==> config.mk <==
export PLATFORM = sky130hd
export DESIGN_NAME = hybrid_pe_array
export DESIGN_NICKNAME = d
export VERILOG_FILES = /design/src/rtl/hpe_pkg.sv /design/src/rtl/hpe_delay.sv /design/src/rtl/hpe_cell.sv /design/src/rtl/hpe_ctrl.sv /design/src/rtl/hybrid_pe_array.sv
export SDC_FILE = /design/constraint.sdc
export NUM_CORES = 2
export LEC_CHECK = 0
export ABC_AREA = 0
export ABC_CLOCK_PERIOD_IN_PS = 12900
export BUFFER_PORTS_ARGS = -buffer_cell sky130_fd_sc_hd__buf_2
export CAP_MARGIN = 10
export CORE_MARGIN = 2
export CORE_UTILIZATION = 65
export CTS_CLUSTER_SIZE = 24
export DETAILED_ROUTE_END_ITERATION = 8
export HOLD_SLACK_MARGIN = 0.06
export PLACE_DENSITY = 0.93
export SLEW_MARGIN = 20
export SYNTH_ARGS = -nofsm -noshare
export SYNTH_HDL_FRONTEND = slang
export SYNTH_SLANG_ARGS = --single-unit
export TNS_END_PERCENT = 30
==> constraint.sdc <==
create_clock -name clk -period 12.9 [get_ports clk]
set_clock_uncertainty 0.2 [all_clocks]
set_input_delay 3.87 -clock clk [delete_from_list [all_inputs] [get_ports clk]]
set_output_delay 3.87 -clock clk [all_outputs]
set_load 0.05 [all_outputs]
==> src/rtl/hpe_pkg.sv <==
package hpe_pkg;
  typedef enum logic [1:0] {
    ST_IDLE  = 2'd0,
    ST_RUN   = 2'd1,
    ST_DRAIN = 2'd2,
    ST_DONE  = 2'd3
  } hpe_state_e;

  localparam logic MODE_WSTAT = 1'b0;
  localparam logic MODE_OSTAT = 1'b1;
endpackage

==> src/rtl/hpe_delay.sv <==
module hpe_delay #(
  parameter int W = 8,
  parameter int D = 1
) (
  input  logic         clk,
  input  logic         rst,
  input  logic [W-1:0] d,
  output logic [W-1:0] q
);
  generate
    if (D == 0) begin : g_wire
      assign q = d;
    end else begin : g_pipe
      logic [W-1:0] stage [D];
      always_ff @(posedge clk) begin
        if (rst) begin
          for (int k = 0; k < D; k++) stage[k] <= '0;
        end else begin
          stage[0] <= d;
          for (int k = 1; k < D; k++) stage[k] <= stage[k-1];
        end
      end
      assign q = stage[D-1];
    end
  endgenerate
endmodule

==> src/rtl/hpe_cell.sv <==
module hpe_cell #(
  parameter int DW = 8,
  parameter int AW = 24
) (
  input  logic                 clk,
  input  logic                 rst,
  input  logic                 os_i,
  input  logic                 clr_i,
  input  logic                 acc_en_i,
  input  logic                 first_i,
  input  logic                 shift_i,
  input  logic                 wld_i,
  input  logic signed [DW-1:0] wdata_i,
  input  logic signed [DW-1:0] a_i,
  input  logic signed [DW-1:0] b_i,
  input  logic signed [AW-1:0] sum_i,
  output logic signed [DW-1:0] a_o,
  output logic signed [DW-1:0] b_o,
  output logic signed [AW-1:0] sum_o
);
  localparam int PW = 2 * DW;

  logic signed [DW-1:0] w_q;
  logic signed [DW-1:0] b_sel;
  logic signed [PW-1:0] prod;
  logic signed [AW-1:0] prod_x;
  logic signed [AW-1:0] base;

  // operand mux: streamed weight when sums stay put, held weight otherwise
  assign b_sel  = os_i ? b_i : w_q;
  assign prod   = a_i * b_sel;
  assign prod_x = {{(AW-PW){prod[PW-1]}}, prod};
  assign base   = os_i ? (first_i ? '0 : sum_o) : sum_i;

  always_ff @(posedge clk) begin
    if (rst || clr_i) begin
      w_q <= '0;
    end else if (wld_i) begin
      w_q <= wdata_i;
    end
  end

  always_ff @(posedge clk) begin
    if (rst) begin
      a_o <= '0;
      b_o <= '0;
    end else begin
      a_o <= a_i;
      b_o <= b_i;
    end
  end

  always_ff @(posedge clk) begin
    if (rst || clr_i) begin
      sum_o <= '0;
    end else if (os_i) begin
      if (shift_i)       sum_o <= sum_i;
      else if (acc_en_i) sum_o <= base + prod_x;
    end else begin
      sum_o <= base + prod_x;
    end
  end
endmodule

==> src/rtl/hpe_ctrl.sv <==
module hpe_ctrl
  import hpe_pkg::*;
#(
  parameter int ROWS  = 2,
  parameter int COLS  = 2,
  parameter int LEN_W = 4
) (
  input  logic             clk,
  input  logic             rst,
  input  logic             mode_i,
  input  logic             start_i,
  input  logic [LEN_W-1:0] len_i,
  input  logic             wld_en_i,
  output logic             mode_q,
  output logic             clr_o,
  output logic             feed_o,
  output logic             first_o,
  output logic             acc_en_o,
  output logic             shift_o,
  output logic             wld_o,
  output logic             vld_d_o,
  output logic             done_o
);
  localparam int CW = LEN_W + $clog2(ROWS + COLS) + 1;
  localparam logic [CW-1:0] OS_ADD  = CW'(ROWS + COLS - 3);
  localparam logic [CW-1:0] WS_ADD  = CW'(ROWS + COLS - 2);
  localparam logic [CW-1:0] V_FIRST = CW'(ROWS + COLS - 1);
  localparam logic [CW-1:0] D_LAST  = CW'(ROWS - 1);

  hpe_state_e      st;
  logic [CW-1:0]   cnt;
  logic [CW-1:0]   len_q;
  logic [CW-1:0]   run_last;
  logic            idle, swap, go;

  assign idle     = (st == ST_IDLE);
  assign swap     = idle && (mode_i != mode_q);
  assign go       = idle && start_i && !swap;
  assign run_last = len_q + (mode_q ? OS_ADD : WS_ADD);

  assign clr_o    = swap;
  assign wld_o    = idle && wld_en_i && !swap;
  assign feed_o   = go || ((st == ST_RUN) && (cnt < len_q));
  assign first_o  = go;
  assign acc_en_o = go || (st == ST_RUN);
  assign shift_o  = (st == ST_DRAIN);
  assign vld_d_o  = (st == ST_DRAIN) ||
                    ((st == ST_RUN) && !mode_q && (cnt >= V_FIRST));

  always_ff @(posedge clk) begin
    if (rst) begin
      st     <= ST_IDLE;
      cnt    <= '0;
      len_q  <= '0;
      mode_q <= MODE_WSTAT;
      done_o <= 1'b0;
    end else begin
      done_o <= (st == ST_DONE);
      case (st)
        ST_IDLE: begin
          if (swap) begin
            mode_q <= mode_i;
          end else if (go) begin
            st    <= ST_RUN;
            cnt   <= CW'(1);
            len_q <= CW'(len_i);
          end
        end
        ST_RUN: begin
          if (cnt == run_last) begin
            cnt <= '0;
            st  <= mode_q ? ST_DRAIN : ST_DONE;
          end else begin
            cnt <= cnt + 1'b1;
          end
        end
        ST_DRAIN: begin
          if (cnt == D_LAST) st <= ST_DONE;
          else               cnt <= cnt + 1'b1;
        end
        default: st <= ST_IDLE;
      endcase
    end
  end

  a_r4_done_single: assert property (@(posedge clk) disable iff (rst)
    done_o |=> !done_o);
  a_r7_mode_hold: assert property (@(posedge clk) disable iff (rst)
    (st != ST_IDLE) |=> (mode_q == $past(mode_q)));
  a_r6_no_go_on_switch: assert property (@(posedge clk) disable iff (rst)
    (idle && (mode_i != mode_q)) |=> (st == ST_IDLE));
endmodule

==> src/rtl/hybrid_pe_array.sv <==
module hybrid_pe_array #(
  parameter int ROWS  = 2,
  parameter int COLS  = 2,
  parameter int DW    = 8,
  parameter int AW    = 24,
  parameter int LEN_W = 4
) (
  input  logic                      clk,
  input  logic                      rst,
  input  logic                      mode_i,
  input  logic                      start_i,
  input  logic [LEN_W-1:0]          len_i,
  input  logic [ROWS*DW-1:0]        act_i,
  input  logic [COLS*DW-1:0]        wt_i,
  input  logic                      wld_en_i,
  input  logic [$clog2(ROWS)-1:0]   wld_row_i,
  input  logic [COLS*DW-1:0]        wld_data_i,
  output logic [COLS*AW-1:0]        res_o,
  output logic [COLS-1:0]           res_vld_o,
  output logic                      done_o
);
  logic mode_q, clr, feed, first, acc_en, shift, wld, vld_d;

  hpe_ctrl #(.ROWS(ROWS), .COLS(COLS), .LEN_W(LEN_W)) u_ctrl (
    .clk(clk), .rst(rst), .mode_i(mode_i), .start_i(start_i), .len_i(len_i),
    .wld_en_i(wld_en_i), .mode_q(mode_q), .clr_o(clr), .feed_o(feed),
    .first_o(first), .acc_en_o(acc_en), .shift_o(shift), .wld_o(wld),
    .vld_d_o(vld_d), .done_o(done_o)
  );

  logic signed [DW-1:0] a_h [ROWS][COLS+1];
  logic signed [DW-1:0] b_v [ROWS+1][COLS];
  logic signed [AW-1:0] p_v [ROWS+1][COLS];
  logic signed [AW-1:0] dsk [COLS];
  logic        [AW-1:0] res_q [COLS];
  logic                 vld_q;

  genvar i, j;
  generate
    for (i = 0; i < ROWS; i++) begin : g_rskew
      logic [DW-1:0] a_in;
      assign a_in = feed ? act_i[i*DW +: DW] : '0;
      hpe_delay #(.W(DW), .D(i)) u_askew (
        .clk(clk), .rst(rst), .d(a_in), .q(a_h[i][0])
      );
    end

    for (j = 0; j < COLS; j++) begin : g_cskew
      logic [DW-1:0] b_in;
      logic [AW-1:0] p_bot;
      assign b_in     = (feed && mode_q) ? wt_i[j*DW +: DW] : '0;
      assign p_v[0][j] = '0;
      assign p_bot    = p_v[ROWS][j];
      hpe_delay #(.W(DW), .D(j)) u_bskew (
        .clk(clk), .rst(rst), .d(b_in), .q(b_v[0][j])
      );
      // realign the bottom edge so every column of one output row leaves together
      hpe_delay #(.W(AW), .D(COLS-1-j)) u_deskew (
        .clk(clk), .rst(rst), .d(p_bot), .q(dsk[j])
      );
      always_ff @(posedge clk) begin
        if (rst) res_q[j] <= '0;
        else if (vld_d) res_q[j] <= mode_q ? p_bot : dsk[j];
      end
      assign res_o[j*AW +: AW] = res_q[j];
    end

    for (i = 0; i < ROWS; i++) begin : g_row
      for (j = 0; j < COLS; j++) begin : g_col
        hpe_cell #(.DW(DW), .AW(AW)) u_cell (
          .clk(clk), .rst(rst), .os_i(mode_q), .clr_i(clr),
          .acc_en_i(acc_en), .first_i(first), .shift_i(shift),
          .wld_i(wld && (wld_row_i == ($clog2(ROWS))'(i))),
          .wdata_i(wld_data_i[j*DW +: DW]),
          .a_i(a_h[i][j]), .b_i(b_v[i][j]), .sum_i(p_v[i][j]),
          .a_o(a_h[i][j+1]), .b_o(b_v[i+1][j]), .sum_o(p_v[i+1][j])
        );
      end
    end
  endgenerate

  always_ff @(posedge clk) begin
    if (rst) vld_q <= 1'b0;
    else     vld_q <= vld_d;
  end
  assign res_vld_o = {COLS{vld_q}};

  a_r4_done_after_data: assert property (@(posedge clk) disable iff (rst)
    $rose(done_o) |-> $past(res_vld_o[0]));
  a_r4_quiet_on_done: assert property (@(posedge clk) disable iff (rst)
    done_o |-> (res_vld_o == '0));
  a_r2_flags_aligned: assert property (@(posedge clk) disable iff (rst)
    (res_vld_o == '0) || (res_vld_o == '1));
  a_r7_start_ignored_busy: assert property (@(posedge clk) disable iff (rst)
    (res_vld_o != '0) |-> !done_o);
endmodule

==> qor.yml <==
status:
  run_status: "finished clean"
synth:
  synthesis.area_mm2: 0.02735
  seq_area_frac_synth: 0.2108
  synth_edf_count: 48
  yosys.area_share.xor_xnor: 0.03042
  asyncSetResetFlopFracSynth: 0
  count_of_distinct_cell_types_in_the_synthesized_netlist: 67
  synth_top_cells_by_area: "sky130_fd_sc_hd__fa_1, sky130_fd_sc_hd__dfxtp_1, sky130_fd_sc_hd__ha_1, sky130_fd_sc_hd__inv_1, sky130_fd_sc_hd__edfxtp_1"
  muxShareOfSynthArea: 0.03911
  synth_top_family_by_area: "adder cells"
  simple_gate_portion_of_the_synthesized_area: 0.1439
  yosys.cell_count.top_type: "sky130_fd_sc_hd__inv_1"
  yosysTopAreaCell: "sky130_fd_sc_hd__fa_1"
  yosys_register_bits: 264
  syn_inst: 2823
  synth.avg_cell_area_um2: 9.690
  synth.cells.most_frequent: "sky130_fd_sc_hd__inv_1, sky130_fd_sc_hd__fa_1, sky130_fd_sc_hd__nand2_1, sky130_fd_sc_hd__ha_1, sky130_fd_sc_hd__dfxtp_1"
  synth-main-ff-cell: "sky130_fd_sc_hd__dfxtp_1"
  synthesis.nets: 3525
  synth_top_cell_area_share: 0.3052
  synth_compound_area_frac: 0.09340
  post_synth_fa_ha_maj_area_fraction: 0.4090
  ys.warnings.count: 0
cells_and_area:
  layout-drive-gt1-share: 0.08287
  diodes: 0
  synthesis_to_finish_area_growth_pct: 7.529
  final-instance-count-excl-fill: 3447
  nNetsFinal: 3589
setup_path:
  worstSetupEndpoint: "g_row[0].g_col[0].u_cell.sum_o[23]$_SDFFE_PP0P_"
  cell_with_the_most_instances_on_the_worst_path: "sky130_fd_sc_hd__fa_1"
  setup.reg_to_reg.worst_slack_ps: 4650
  critical-path-top-delay-family: "adder cells"
  rr_worst_depth: 23
  r2r-start: "u_ctrl.len_q[1]$_SDFFE_PP0P_"
  r2r-end: "g_row[0].g_col[0].u_cell.sum_o[23]$_SDFFE_PP0P_"
  timing.critical_path.buf_inv: 3
  cp_depth: 23
  critical_path_class: "primary input to flop"
  crit_path_end_kind: "flop"
  startpoint: "mode_i"
  slowest_stage: "sky130_fd_sc_hd__a41oi_1"
  worstPathRequired_ps: 13170
  critical_path_launch_point_type: "primary input"
  critPathArrivalTime_ps: 11110
  path_cells: "buf_2, xnor2_1, and3_1, a41oi_1, nor2_1, and2_1, fa_1, inv_1, fa_1, inv_1, fa_1, fa_1, ha_1, ha_1, a211o_1, a21oi_1, o211ai_1, nand3_1, a31oi_1, a41oi_1, mux2i_1, mux2i_1, a211o_1"
  cp_slowest_stage_delay_ps: 680
  timing.critical_path.fanout_max: 16
floorplanning:
  fp.dieH_um: 209.1
  die_w_um: 209.1
  design.core.area_mm2: 0.04176
  boundaryPins: 109
  initial_core_util: 0.6551
  rows: 75
  fp.dieArea_mm2: 0.04374
clock_tree:
  cts.sink_count: 264
  clk-insertion-delay-late_ps: 610
  cts_htree_levels: 1
  postCtsSetupBuffers: 0
  cts.hold.buffers_added: 0
  tritoncts: "yes"
  cts_resized: 0
  num_cts_buffers: 30
  clk_root_buffer_cell: "sky130_fd_sc_hd__clkbuf_16"
  clk_pin_slew_worst_paths_ps: 60
  cts_buffer_depth: 3
routing:
  drt_pass1_iterations: 6
  drt-vias-per-instance: 6.076
  drt_wl_total_um: 70460
  detailedRoute.firstIterationViolations: 1992
  drc: 0
  routedWlPerCell_um: 20.44
  dr_total_vias: 20944
  final_antenna_net_count: 0
power_and_ir_drop:
  power.leakage_nw: 14.29
  power_density_mw_per_mm2: 109.9
  ir_drop_mv: 0.1121
sta:
  final_setup_violation_count: 0
  timing_max_transition_violations_final: 0
  slew-limit-headroom: 0.2675
  max_slew.worst_pin.slew_ps: 1068
  rsz0062_at_grt: "false"
  final.min_clock_period_ps: 10840
  max_freq_mhz: 92.28
  report.final.hold_viol_count: 0
  setup_total_neg_slack_ps: 0
  timing.final.crit_share: 0.8401
hold_path:
  timing.hold.worst.class: "flop to flop"
  hold_sp: "g_cskew[1].u_bskew.g_pipe.stage[0][6]$_SDFF_PP0_"
global_routing:
  global_route_wire_length_before_repair_um: 116000
  grt_start_max_net_pins: 90
  grt_usage: 0.3349
  gr-total-overflow: 0
  vias_in_the_first_global_route: 22846
  initial_antenna_violation_count: 0
placed_design:
  io_buffers: 108
  place_hpwl_um: 54280
  globalplace.congestion: 0.9680
  dpl.cell_count: 3394
job:
  cap_viol_max_count: 0
==> power by group <==
| part | switching (W) | internal (W) | total, W | leakage (nW) |
|---|---|---|---|---|
| clock network | 0.000370 | 0.000506 | 0.000876 | 0.488 |
| logic | 0.000844 | 0.000451 | 0.00130 | 11.6 |
| registers | 0.000116 | 0.000947 | 0.00106 | 2.25 |
==> cell usage in the layout (no fill, tap or decap), types with 65 or more instances in the layout <==
master,n
sky130_fd_sc_hd__a21oi_1,103
sky130_fd_sc_hd__a22oi_1,65
sky130_fd_sc_hd__and2_1,123
sky130_fd_sc_hd__buf_2,108
sky130_fd_sc_hd__dfxtp_1,215
sky130_fd_sc_hd__fa_1,417
sky130_fd_sc_hd__ha_1,227
sky130_fd_sc_hd__inv_1,432
sky130_fd_sc_hd__mux2i_1,89
sky130_fd_sc_hd__nand2_1,239
sky130_fd_sc_hd__nor2_1,178
sky130_fd_sc_hd__nor2b_1,108
sky130_fd_sc_hd__xnor2_1,73
==> kinds of logic after synthesis <==
kind of cell	Yosys count
xor gates and xnor gates	95
and+or+nand+nor	806
AOI/OAI and AO/OA	378
buffers and inverters	531
adders and majority gates	644
muxes	105
DFF	264
==> metal layers <==
layer	global-route usage	vias up	share of wire
li1	-	9225	-
met1	0.3961	10383	0.36
met2	0.5836	1052	0.50
met3	0.05771	284	0.080
met4	0.1815	0	0.061
met5	0	-	0
==> registers in the layout, summed over array words and instances, names as in the netlist <==
| name | count |
|---|---|
| g_row.g_col.u_cell.w_q | 32 |
| u_ctrl.cnt | 7 |
| g_cskew.u_bskew.g_pipe.stage | 8 |
| g_row.g_col.u_cell.a_o | 16 |
| u_ctrl.done_o | 1 |
| u_ctrl.mode_q | 1 |
| u_ctrl.len_q | 4 |
| vld_q | 1 |
| res_q | 48 |
| g_cskew.u_deskew.g_pipe.stage | 24 |
| g_row.g_col.u_cell.b_o | 16 |
| g_row.g_col.u_cell.sum_o | 96 |
| u_ctrl.st | 2 |
| g_rskew.u_askew.g_pipe.stage | 8 |
==> per-stage QoR <==
step / power [W] / hold slack [ps] / setup WS, ps / util / instance area, um2
after floorplan: 0.001965 / 232.1 / 2256 / - / 27360
after global placement: 0.002264 / 245.7 / 2071 / 0.6802 / 28400
after CTS: 0.003212 / 257.6 / 2144 / 0.7042 / 29410
after detailed placement: 0.002331 / 251.3 / 1573 / 0.6802 / 28410
final: 0.003234 / 256.7 / 2063 / 0.7044 / 29410
after global routing: 0.003396 / 272.4 / 1649 / 0.7044 / 29410
==> worst min-delay path by stage <==
stage                                                 endpoint  slack [ps]  depth (start not counted)
finish              g_row[0].g_col[1].u_cell.b_o[6]$_SDFF_PP0_         260                          1
global route        g_row[0].g_col[1].u_cell.b_o[6]$_SDFF_PP0_         270                          1
CTS                 g_row[0].g_col[1].u_cell.b_o[6]$_SDFF_PP0_         260                          1
detailed placement  g_row[0].g_col[1].u_cell.b_o[6]$_SDFF_PP0_         250                          1
global placement    g_row[0].g_col[1].u_cell.b_o[5]$_SDFF_PP0_         250                          1
floorplan           g_row[0].g_col[1].u_cell.b_o[0]$_SDFF_PP0_         230                          1
==> cell type report <==
type                       count  area, um2
clock buffer                  42      858.3
clock inverter                11      141.4
fill                        2840      12340
inverter                     433       1625
multi-input combinational   2028      19640
sequential                   264       5769
tap                          539      674.4
timing repair buffer         130      705.7
Note: power is estimated with default switching activity, not from simulation.
